File: src/rtl/srw_pkg.sv
package srw_pkg;

    typedef enum logic [1:0] {
        ST_IDLE      = 2'd0,
        ST_FETCH     = 2'd1,
        ST_CONVERT   = 2'd2,
        ST_WRITEBACK = 2'd3
    } srw_state_e;

endpackage

File: src/rtl/srw_page_ptr.sv
module srw_page_ptr #(
    parameter int ADDR_W = 20,
    parameter int PAGE_W = 10
) (
    input  logic              clk,
    input  logic              rst_n,
    input  logic              load,
    input  logic [ADDR_W-1:0] load_val,
    input  logic              adv,
    output logic [ADDR_W-1:0] ptr
);
    localparam logic [PAGE_W-1:0] STEP = PAGE_W'(1);

    logic [ADDR_W-1:0] ptr_q;
    logic [PAGE_W-1:0] low_nxt;

    assign low_nxt = ptr_q[PAGE_W-1:0] + STEP;

    always_ff @(posedge clk or negedge rst_n) begin
        if (!rst_n) begin
            ptr_q <= '0;
        end else if (load) begin
            ptr_q <= load_val;
        end else if (adv) begin
            ptr_q <= {ptr_q[ADDR_W-1:PAGE_W], low_nxt};
        end
    end

    assign ptr = ptr_q;


    page_wrap_chk: assert property (@(posedge clk) disable iff (!rst_n)
        (adv && !load) |=> (ptr[ADDR_W-1:PAGE_W] == $past(ptr[ADDR_W-1:PAGE_W]))
                        && (ptr[PAGE_W-1:0] == $past(ptr[PAGE_W-1:0]) + STEP));

endmodule

File: src/rtl/srw_ramp_conv.sv
module srw_ramp_conv #(
    parameter int RES_W = 8
) (
    input  logic             clk,
    input  logic             rst_n,
    input  logic             clear,
    input  logic             active,
    input  logic             trip,
    output logic             done,
    output logic [RES_W-1:0] value
);
    localparam logic [RES_W-1:0] TOP  = '1;
    localparam logic [RES_W-1:0] INCR = RES_W'(1);

    logic [RES_W-1:0] cnt_q;

    assign done  = active && (trip || (cnt_q == TOP));
    assign value = cnt_q;

    always_ff @(posedge clk or negedge rst_n) begin
        if (!rst_n) begin
            cnt_q <= '0;
        end else if (clear) begin
            cnt_q <= '0;
        end else if (active && !done) begin
            cnt_q <= cnt_q + INCR;
        end
    end


    step_count_chk: assert property (@(posedge clk) disable iff (!rst_n)
        (active && !done && !clear) |=> (cnt_q == $past(cnt_q) + INCR));

endmodule

File: src/rtl/sample_rmw_engine.sv
module sample_rmw_engine #(
    parameter int ADDR_W  = 20,
    parameter int DATA_W  = 20,
    parameter int PAGE_W  = 10,
    parameter int RES_W   = 8,
    parameter int DAC_LSB = 12,
    parameter int IRQ_BIT = 10
) (
    input  logic              clk,
    input  logic              rst_n,
    input  logic              sample_stb,
    input  logic              ptr_load,
    input  logic [ADDR_W-1:0] ptr_value,
    output logic              mem_req,
    output logic              mem_we,
    output logic [ADDR_W-1:0] mem_addr,
    output logic [DATA_W-1:0] mem_wdata,
    input  logic              mem_gnt,
    input  logic [DATA_W-1:0] mem_rdata,
    output logic [RES_W-1:0]  dac_out,
    output logic              ramp_run,
    input  logic              cmp_trip,
    output logic              irq,
    output logic              overrun
);
    import srw_pkg::*;

    localparam int KEEP_W = DATA_W - RES_W;

    srw_state_e state_q, state_d;

    logic              fetch_done;
    logic              wb_done;
    logic              conv_done;
    logic [RES_W-1:0]  conv_val;
    logic [DATA_W-1:0] word_q;
    logic [RES_W-1:0]  res_q;
    logic [RES_W-1:0]  dac_q;
    logic              irq_q;
    logic              ovr_q;
    logic [ADDR_W-1:0] ptr;

    assign fetch_done = (state_q == ST_FETCH) && mem_gnt;
    assign wb_done    = (state_q == ST_WRITEBACK) && mem_gnt;

    srw_page_ptr #(.ADDR_W(ADDR_W), .PAGE_W(PAGE_W)) u_ptr (
        .clk      (clk),
        .rst_n    (rst_n),
        .load     (ptr_load && (state_q == ST_IDLE)),
        .load_val (ptr_value),
        .adv      (wb_done),
        .ptr      (ptr)
    );

    srw_ramp_conv #(.RES_W(RES_W)) u_conv (
        .clk    (clk),
        .rst_n  (rst_n),
        .clear  (fetch_done),
        .active (state_q == ST_CONVERT),
        .trip   (cmp_trip),
        .done   (conv_done),
        .value  (conv_val)
    );

    // state register
    always_ff @(posedge clk or negedge rst_n) begin
        if (!rst_n) state_q <= ST_IDLE;
        else        state_q <= state_d;
    end

    // transitions
    always_comb begin
        state_d = state_q;
        unique case (state_q)
            ST_IDLE:      if (sample_stb) state_d = ST_FETCH;
            ST_FETCH:     if (mem_gnt)    state_d = ST_CONVERT;
            ST_CONVERT:   if (conv_done)  state_d = ST_WRITEBACK;
            ST_WRITEBACK: if (mem_gnt)    state_d = ST_IDLE;
            default:                      state_d = ST_IDLE;
        endcase
    end

    // outputs and datapath
    always_ff @(posedge clk or negedge rst_n) begin
        if (!rst_n) begin
            word_q <= '0;
            res_q  <= '0;
            dac_q  <= '0;
            irq_q  <= 1'b0;
            ovr_q  <= 1'b0;
        end else begin
            if (fetch_done) begin
                word_q <= mem_rdata;
                dac_q  <= mem_rdata[DAC_LSB +: RES_W];
            end
            if (conv_done) begin
                res_q <= conv_val;
            end
            irq_q <= wb_done && word_q[IRQ_BIT];
            ovr_q <= sample_stb && (state_q != ST_IDLE);
        end
    end

    always_comb begin
        mem_req  = (state_q == ST_FETCH) || (state_q == ST_WRITEBACK);
        mem_we   = (state_q == ST_WRITEBACK);
        ramp_run = (state_q == ST_CONVERT);
    end

    assign mem_addr  = ptr;
    assign mem_wdata = {word_q[DATA_W-1 -: KEEP_W], res_q};
    assign dac_out   = dac_q;
    assign irq       = irq_q;
    assign overrun   = ovr_q;


    req_hold_chk: assert property (@(posedge clk) disable iff (!rst_n)
        (mem_req && !mem_gnt) |=> (mem_req && $stable(mem_we) && $stable(mem_addr)));


    dac_hold_chk: assert property (@(posedge clk) disable iff (!rst_n)
        !fetch_done |=> $stable(dac_out));


    irq_cause_chk: assert property (@(posedge clk) disable iff (!rst_n)
        irq |-> $past(wb_done));


    overrun_cause_chk: assert property (@(posedge clk) disable iff (!rst_n)
        overrun |-> $past(sample_stb && (state_q != ST_IDLE)));


    no_restart_chk: assert property (@(posedge clk) disable iff (!rst_n)
        (state_q == ST_CONVERT) |=> (state_q != ST_FETCH));

endmodule

File: config.mk
export PLATFORM = sky130hd
export DESIGN_NAME = sample_rmw_engine
export DESIGN_NICKNAME = d
export VERILOG_FILES = /design/src/rtl/srw_pkg.sv /design/src/rtl/srw_page_ptr.sv /design/src/rtl/srw_ramp_conv.sv /design/src/rtl/sample_rmw_engine.sv
export SDC_FILE = /design/constraint.sdc
export NUM_CORES = 1
export LEC_CHECK = 0
export BUFFER_PORTS_ARGS = -buffer_cell sky130_fd_sc_hd__buf_2
export CORE_UTILIZATION = 49
export CTS_CLUSTER_DIAMETER = 80
export DETAILED_ROUTE_END_ITERATION = 6
export HOLD_SLACK_MARGIN = 0.12
export PLACE_DENSITY = 0.81
export SLEW_MARGIN = 0
export SYNTH_ARGS = -nofsm -noshare
export SYNTH_HDL_FRONTEND = slang
export SYNTH_SLANG_ARGS = --single-unit
File: constraint.sdc
create_clock -name clk -period 4 [get_ports clk]
set_clock_uncertainty 0.05 [all_clocks]
set_input_delay 0.2 -clock clk [delete_from_list [all_inputs] [get_ports clk]]
set_output_delay 0.2 -clock clk [all_outputs]
set_load 0.01 [all_outputs]
==> results of run 1 <==
path summary, 6_finish.rpt:
kind | end | cells after the start | start | slack [ps]
max in group asynchronous | res_q[4]$_DFFE_PN0P_ | 3 | rst_n | 2970
min reg2reg | word_q[9]$_DFFE_PN0P_ | 2 | word_q[9]$_DFFE_PN0P_ | 430
max reg2reg | u_ptr.ptr[16]$_DFFE_PN0P_ | 4 | state_q[0]$_DFFE_PN0P_ | 1910
min in group asynchronous | u_ptr.ptr[5]$_DFFE_PN0P_ | 3 | rst_n | 500
max | u_ptr.ptr[16]$_DFFE_PN0P_ | 4 | state_q[0]$_DFFE_PN0P_ | 1910
min | u_ptr.ptr[2]$_DFFE_PN0P_ | 3 | ptr_value[2] | 130
registers in the layout, indices dropped and copies added (netlist names):
register and flops:
u_ptr.ptr 20, word_q 12, res_q 8, u_conv.value 8, state_q 2, irq 1, overrun 1
final cells by class:
type                       instances  area, um2
multi-input combinational        154       1012
timing repair buffer             123      778.2
inverter                           5      18.77
sequential                        52       1301
clock buffer                       5      68.82
tap                               67      83.83
fill                             365       1449
clock inverter                     3      42.54
metal layers:
metal | routed length (um) | vias to the layer above | share of wire
li1 | - | 984 | -
met2 | 2791 | 57 | 0.52
met5 | 0 | - | 0
met4 | 85 | 0 | 0.016
met3 | 175 | 8 | 0.033
met1 | 2282 | 957 | 0.43
cell families (layout without fill, tap and decap cells):
logic type | count (synthesis) | count (layout) | synth area share
AOI/OAI and AO/OA | 27 | 27 | 0.06849
xor gates and xnor gates | 12 | 12 | 0.04326
DFF | 52 | 52 | 0.5355
adders and majority gates | 7 | 7 | 0.03604
and+or+nand+nor | 89 | 89 | 0.1704
buffers and inverters | 20 | 136 | 0.04789
muxes | 19 | 19 | 0.09835
stage by stage:
step	hold slack (ps)	power (W)	cell area, um2	util	instances
floorplan	-145.6	0.001467	2430	-	226
CTS	127.0	0.002131	3306	0.6953	409
finish	134.4	0.002131	3306	0.6953	409
global placement	302.8	0.001719	2874	0.6045	369
global route	151.2	0.002289	3306	0.6953	409
detailed placement	306.8	0.001753	2874	0.6045	369
worst reg2reg max path, delay by kind of cell (launching register included):
kind                     cells  cell delay, ps
multiplexers                 1             430
flip-flops                   1             420
adder cells (fa/ha/maj)      1             240
AND/OR/NAND/NOR              1             740
buffers and inverters        1             100
cells in the mapped netlist (2+ instances only):
cell | number | area [um2]
dfrtp_1 | 52 | 1301
a21oi_1 | 13 | 65.06
buf_4 | 8 | 60.06
and2b_1 | 2 | 15.01
and4_1 | 2 | 17.52
nand2_1 | 46 | 172.7
nand3_1 | 6 | 30.03
inv_1 | 5 | 18.77
nor2_1 | 16 | 60.06
buf_2 | 3 | 15.01
clkbuf_1 | 3 | 11.26
and2_1 | 2 | 12.51
xnor2_1 | 3 | 26.28
nand4_1 | 4 | 25.02
mux2_2 | 11 | 123.9
mux2_4 | 7 | 105.1
and3_1 | 2 | 12.51
xor2_1 | 9 | 78.83
o21ai_0 | 4 | 20.02
ha_1 | 7 | 87.58
where the power goes:
group,internal (W),switching [W]
Combinational,0.000423,0.000475
Sequential,0.000726,0.000157
Clock,0.000185,0.000165
Total,0.00133,0.000798
==> results.cfg, run 1 <==
[grt]
antenna_found_initial = 0
top_usage_layer = met2
overflow = 0
grt_pass1_vias = 1860
use_met3 = 0.03056
use_met1 = 0.2523
grt_max_degree = 53
grt_pass1_wl_mm = 8.349
gr-usage-met2 = 0.3655
grt_util_all_layers = 0.2056

[drt]
vias = 2006
avgRoutedWirePerCell_um = 13.04
drt_iter0_drc = 119
first_pass_iters = 4
ant_nets = 0
routed_wl_mm = 5.335
avgViaCountPerCell = 4.905
drc = 0

[clock_network]
htreeDepth = 2
cts_tree = yes
root_buffer = clkbuf_8
insertion_delay_ps = 290
clk_pin_slew_worst_paths_ps = 100
clock-sinks = 52
ctsResizeCount = 0
post_cts.repair.setup_buffers = 0
cts_buffers = 5
postCtsHoldBufs = 32
clockBufferDepth = 2

[critical_path]
crit_family = simple AND/OR/NAND/NOR gates
cp.arrival_ps = 2220
path_class = reg -> reg
end_kind = flop
critical_path_peak_fanout = 30
slowest_delay_ps = 740
startpoint_type = flop
cp_slowest_cell = nand2_1
critPathBufInv = 1
crit_chain = inv_1 -> ha_1 -> nand2_1 -> mux2_2
cp.required_ps = 4130

[floorplan]
row_count = 25
dieArea_um2 = 5245
die_w_um = 72.42
core_area_um2 = 4755
die_h_um = 72.42
ioPinCount = 99
start_util = 0.5111

[synth]
seq_area_frac_synth = 0.5355
syn_area_per_cell_um2 = 10.75
syn_nets = 279
async_flop_share = 1.000
ys.flop_type = dfrtp_1
syn_inst = 226
ys_types = 41
synth_edf_count = 0
ys_warn_count = 0
netlist_area_um2 = 2430
synth-seq-cells = 52

[layout]
syn_to_final_growth_pct = 36.05
final_cell_mix = buf_2, dfrtp_1, nand2_1, dlygate4sd3_1, nor2_1
final_layout_size_suffix_gt1_frac = 0.3596
nets = 394
antenna_cells = 0
final_common_cell = buf_2

[placed_design]
place.gp.congestion = 0.7843
place_ws_ps = 1946
portBuffers = 90
dp_hpwl_mm = 3.361

[timing]
fin_crit_sh = 0.5222
clock.fmax_ghz = 0.4788
fin_tns_setup_ps = 0
finalWorstSetupSlack_ps = 1911
fin_crit_ps = 2089
hold_viol_final = 0
relSlewSlack = 0.3319
tightest_slew_ps = 999.7
slew_viol_final = 0
rsz0062_at_grt = false
setup_violations = 0

[pwr]
ir_drop_uv = 286.7
p_per_area_nw_per_um2 = 644.7
power.static_leakage_nw = 1.684

[min_path]
hp-class = in -> reg

[outcome]
status = completed

[run]
cap_violations = 0
Power figures use the tool's default switching activity.
==> inputs of run 2 (changes only) <==
CORE_UTILIZATION = 48   (was 49)
PLACE_DENSITY = 0.8   (was 0.81)
clock period = 1.95 ns   (was 4 ns; I/O delays follow)
==> run 2 against run 1 <==
  * Sequential power up 110%
  * Flip-flop and latch count stayed put
  * Final cell count is 2.4% higher
  * Count of clock-buffer cells in the layout unchanged
  * Hold slack improved by 130 ps
  * Clock power increased by 140%
  * Via count increased by 3.4%
  * Routed wire length grew 4.3%
  * Combinational power grew 120%
  * Die area rose by 2.0%
  * Cell area grew 3.7%
  * Total power grew 120%
  * Critical path type unchanged
  * Largest cell class unchanged
==> results.cfg, run 2 (same netlist as run 1, synthesis figures left out) <==
[layout]
final_common_cell = buf_2
final_cell_mix = buf_2, dfrtp_1, nand2_1, dlygate4sd3_1, nor2_1
instances_no_fill = 419
final_cell_area_um2 = 3428
fillers = 348
syn_to_final_growth_pct = 41.09
seqCellArea_um2 = 1301
final_layout_size_suffix_gt1_frac = 0.3665
largest_register_ff_count = 20
nets = 405
multi_input_area_um2 = 1012
antenna_cells = 0

[timing]
rsz0062_at_grt = false
slew_viol_final = 0
setup_violations = 0
clock.fmax_ghz = 0.5512
tightest_slew_ps = 574.2
relSlewSlack = 0.6172
hold_viol_final = 0
finalWorstSetupSlack_ps = 135.6
fin_tns_setup_ps = 0
fin_crit_ps = 1814
fin_crit_sh = 0.9304

[critical_path]
reg2regPathDepth = 6
critical_path_peak_fanout = 5
startpoint_type = flop
cp_slowest_cell = dfrtp_1
end_kind = flop
cp.arrival_ps = 1960
crit_chain = ha_1 -> nand3_1 -> nor2_2 -> o21a_1 -> buf_4 -> mux2_4
cp.required_ps = 2100
path_class = reg -> reg
slowest_delay_ps = 420

[placed_design]
place.gp.congestion = 0.8061
portBuffers = 90
dp_hpwl_mm = 3.613
placed_area_um2 = 2939
place_ws_ps = 191.5
dp.cells = 376

[drt]
drt_iter0_drc = 61
avgViaCountPerCell = 4.950
vias = 2074
first_pass_iters = 4
avgRoutedWirePerCell_um = 13.28
drc = 0
routed_wl_mm = 5.563
ant_nets = 0

[grt]
grt_util_all_layers = 0.2151
grt_pass1_vias = 1956
antenna_found_initial = 0
overflow = 0
grt_max_degree = 30
grt_pass1_wl_mm = 8.694

[clock_network]
htreeDepth = 2
root_buffer = clkbuf_8
cts_buffers = 5
clockBufferDepth = 2
ctsResizeCount = 0
clock-sinks = 52
cts_tree = yes
clk_pin_slew_worst_paths_ps = 90
insertion_delay_ps = 300

[floorplan]
row_count = 25
die_h_um = 73.15
ioPinCount = 99
core_area_um2 = 4786
start_util = 0.5077
dieArea_um2 = 5351
die_w_um = 73.15

[outcome]
status = completed

[pwr]
ir_drop_uv = 838.3
p_per_area_nw_per_um2 = 1344
power.static_leakage_nw = 1.750

[run]
cap_violations = 0

[min_path]
hp-class = in -> async
run 2: cell types whose count changed in the layout (fill, tap and decap cells not counted), sizes merged:
cell         previous run  this run
bufinv                  1         2
clkinvlp                1         0
clkinv                  1         0
buf                    91        98
dlygate4sd3            32        36
run 2: report_power, final:
group / switching [W] / internal, W / total [W]
combinational: 0.00101 / 0.000930 / 0.00194
clock: 0.000351 / 0.000505 / 0.000856
sequential: 0.000325 / 0.00149 / 0.00181
run 2: path summary, 6_finish.rpt:
| path | slack [ps] | endpoint | startpoint |
|---|---|---|---|
| worst max-delay path | 140 | res_q[5]$_DFFE_PN0P_ | u_conv.value[0]$_DFFE_PN0P_ |
| worst min-delay path | 270 | u_ptr.ptr[9]$_DFFE_PN0P_ | rst_n |
| worst max register to register | 140 | res_q[5]$_DFFE_PN0P_ | u_conv.value[0]$_DFFE_PN0P_ |
| worst min register to register | 430 | word_q[8]$_DFFE_PN0P_ | word_q[8]$_DFFE_PN0P_ |
| max in group asynchronous | 1040 | u_conv.value[5]$_DFFE_PN0P_ | rst_n |
| min in group clk | 430 | word_q[8]$_DFFE_PN0P_ | word_q[8]$_DFFE_PN0P_ |
run 2: metal layers:
metal | routed length [um] | GRT usage
met3 | 225 | 0.04972
met2 | 2831 | 0.3786
met4 | 113 | 0.08279
met5 | 0 | 0
met1 | 2392 | 0.2536
run 2: stage by stage:
stage | total power, W | hold WS (ps) | util
final | 0.004607 | 266.0 | 0.7163
after global routing | 0.004906 | 321.1 | 0.7163
after CTS | 0.004610 | 280.8 | 0.7163
after detailed placement | 0.003699 | 78.90 | 0.6141
after global placement | 0.003603 | 70.93 | 0.6141
after floorplan | 0.003010 | -248.1 | -
run 2: critical path: cells and delay by family, from the launching register on:
kind,cells,cell delay (ps)
and+or+nand+nor,2,320
buffers and inverters,1,180
adders and majority gates,1,260
muxes,1,310
AOI/OAI and AO/OA,1,170
DFF,1,420
run 2: cell type report:
cell class / instances / share of cell area
sequential: 52 / 0.3796
multi-input combinational: 154 / 0.2953
clock buffer: 5 / 0.02007
clock inverter: 2 / 0.01752
inverter: 5 / 0.005474
timing repair buffer: 134 / 0.2577
tap: 67 / 0.02445
run 2: what timing repair did:
action / 4_1_cts / 5_1_grt
hold buffers: 36 / 0
hold endpoints to repair: 58 / 0
buffers inserted: 0 / 0
==> inputs of run 3 (changes only) <==
==> constraint.sdc (replaced) <==
create_clock -name clk -period 1.95 [get_ports clk]
set_clock_uncertainty 0.05 [all_clocks]
set_input_delay 0.39 -clock clk [delete_from_list [all_inputs] [get_ports clk]]
set_output_delay 0.39 -clock clk [all_outputs]
set_load 0.01 [all_outputs]
==> run 3 against run 2 <==
  * Die area unchanged
  * Sequential share of layout area increased by 4.6 points
  * Flip-flop and latch count unchanged
  * Critical path type unchanged
==> results.cfg, run 3 (same netlist as run 1, synthesis figures left out) <==
[clock_network]
root_buffer = clkbuf_8
clk_pin_slew_worst_paths_ps = 90
cts_tree = yes
clockBufferDepth = 2
htreeDepth = 2
cts_buffers = 5
clock-sinks = 52
post_cts.repair.setup_buffers = 0
insertion_delay_ps = 290

[layout]
fillers = 416
syn_to_final_growth_pct = 25.80
instances_no_fill = 385
final_layout_size_suffix_gt1_frac = 0.4057
largest_register_ff_count = 20
antenna_cells = 0
final_common_cell = buf_2
nets = 370
final_cell_mix = buf_2, dfrtp_1, nand2_1, nor2_1, a21oi_1

[critical_path]
startpoint_type = flop
startpoint = u_conv.value[0]$_DFFE_PN0P_
regToRegStartpoint = u_conv.value[0]$_DFFE_PN0P_
cp.required_ps = 2090
reg2reg_slack_ps = 160
end_kind = flop
slowest_delay_ps = 420
critPathBufInv = 0
crit_chain = ha_1 -> nand3_1 -> o21ai_2 -> and2b_1 -> mux2_2
cp_slowest_cell = dfrtp_1
cp.arrival_ps = 1930
crit_family = flip-flops
path_class = reg -> reg
critical_path_peak_fanout = 5

[grt]
grt_util_all_layers = 0.1909
grt_pass1_wl_mm = 7.852
overflow = 0
grt_pass1_vias = 1772
grt_max_degree = 53
antenna_found_initial = 0

[min_path]
hp-class = in -> reg
min_from = mem_rdata[15]

[timing]
slew_viol_final = 0
fin_tns_setup_ps = 0
hold_viol_final = 0
setup_violations = 0
rsz0062_at_grt = false
relSlewSlack = 0.6497
tightest_slew_ps = 524.2
clock.fmax_ghz = 0.5590
fin_crit_sh = 0.9174
fin_crit_ps = 1789

[placed_design]
portBuffers = 90
dp.cells = 376
place.gp.congestion = 0.8294
dp_hpwl_mm = 3.625

[drt]
first_pass_iters = 4
vias = 1901
drc = 0
drt_iter0_drc = 87
avgRoutedWirePerCell_um = 13.03
avgViaCountPerCell = 4.938
routed_wl_mm = 5.016
ant_nets = 0

[floorplan]
die_w_um = 73.15
die_h_um = 73.15
dieArea_um2 = 5351
ioPinCount = 99
start_util = 0.5077
row_count = 25
core_area_um2 = 4786

[outcome]
status = completed

[run]
cap_violations = 0

[pwr]
power.static_leakage_nw = 1.595
ir_drop_uv = 784.7
p_per_area_nw_per_um2 = 1437
-- run 3: cell count changes in the layout (fill, tap and decap cells not counted), sizes merged --
cell	previous run	this run
dlygate4sd3	36	1
clkbuf	5	6
clkinv	0	1
bufinv	2	1
-- run 3: cell type report --
class,count,area (um2),share of cell area
Clock buffer,6,72.57,0.02374
Multi-Input combinational cell,154,1012,0.3312
Timing Repair Buffer,99,533.0,0.1744
Tap cell,67,83.83,0.02743
Inverter,5,18.77,0.006140
Sequential cell,52,1301,0.4257
Clock inverter,2,35.03,0.01146
-- run 3: per-layer routing --
layer	GRT usage	share of wire
met1	0.2368	0.42
met2	0.3354	0.53
met3	0.03177	0.038
met4	0.06536	0.011
met5	0	0
-- run 3: final timing paths --
check	end	depth (start not counted)
min in group asynchronous	u_ptr.ptr[5]$_DFFE_PN0P_	3
hold reg to reg	word_q[11]$_DFFE_PN0P_	2
hold / removal	word_q[15]$_DFFE_PN0P_	3
setup / recovery	state_q[1]$_DFFE_PN0P_	5
max in group asynchronous	res_q[2]$_DFFE_PN0P_	3
setup reg to reg	state_q[1]$_DFFE_PN0P_	5
-- run 3: stage by stage --
stage	instance area (um2)	setup slack (ps)	hold WS, ps	power [W]	utilization
after floorplan	2430	251.2	44.41	0.003010	-
after global placement	2939	233.5	351.5	0.003603	0.6141
after detailed placement	2939	180.3	353.8	0.003695	0.6141
after CTS	3057	149.6	224.8	0.004437	0.6387
after global routing	3057	46.20	229.7	0.004716	0.6387
final	3057	161.1	225.6	0.004393	0.6387
-- run 3: report_power, final --
part	internal, W	switching (W)
sequential	0.00149	0.000311
combinational	0.000884	0.000981
clock	0.000382	0.000347
-- run 3: repair_timing --
| item | CTS | global route |
|---|---|---|
| resized for setup | 0 | 0 |
| hold endpoints to repair | 52 | 0 |
| endpoints found under the setup margin | 0 | 0 |
| hold buffers | 1 | 0 |
-- run 3: worst register-to-register path, cell delays in order, from the launching register on --
cell and delay [ps]:
dfrtp_1 420, ha_1 270, nand3_1 180, o21ai_2 230, and2b_1 200, mux2_2 340
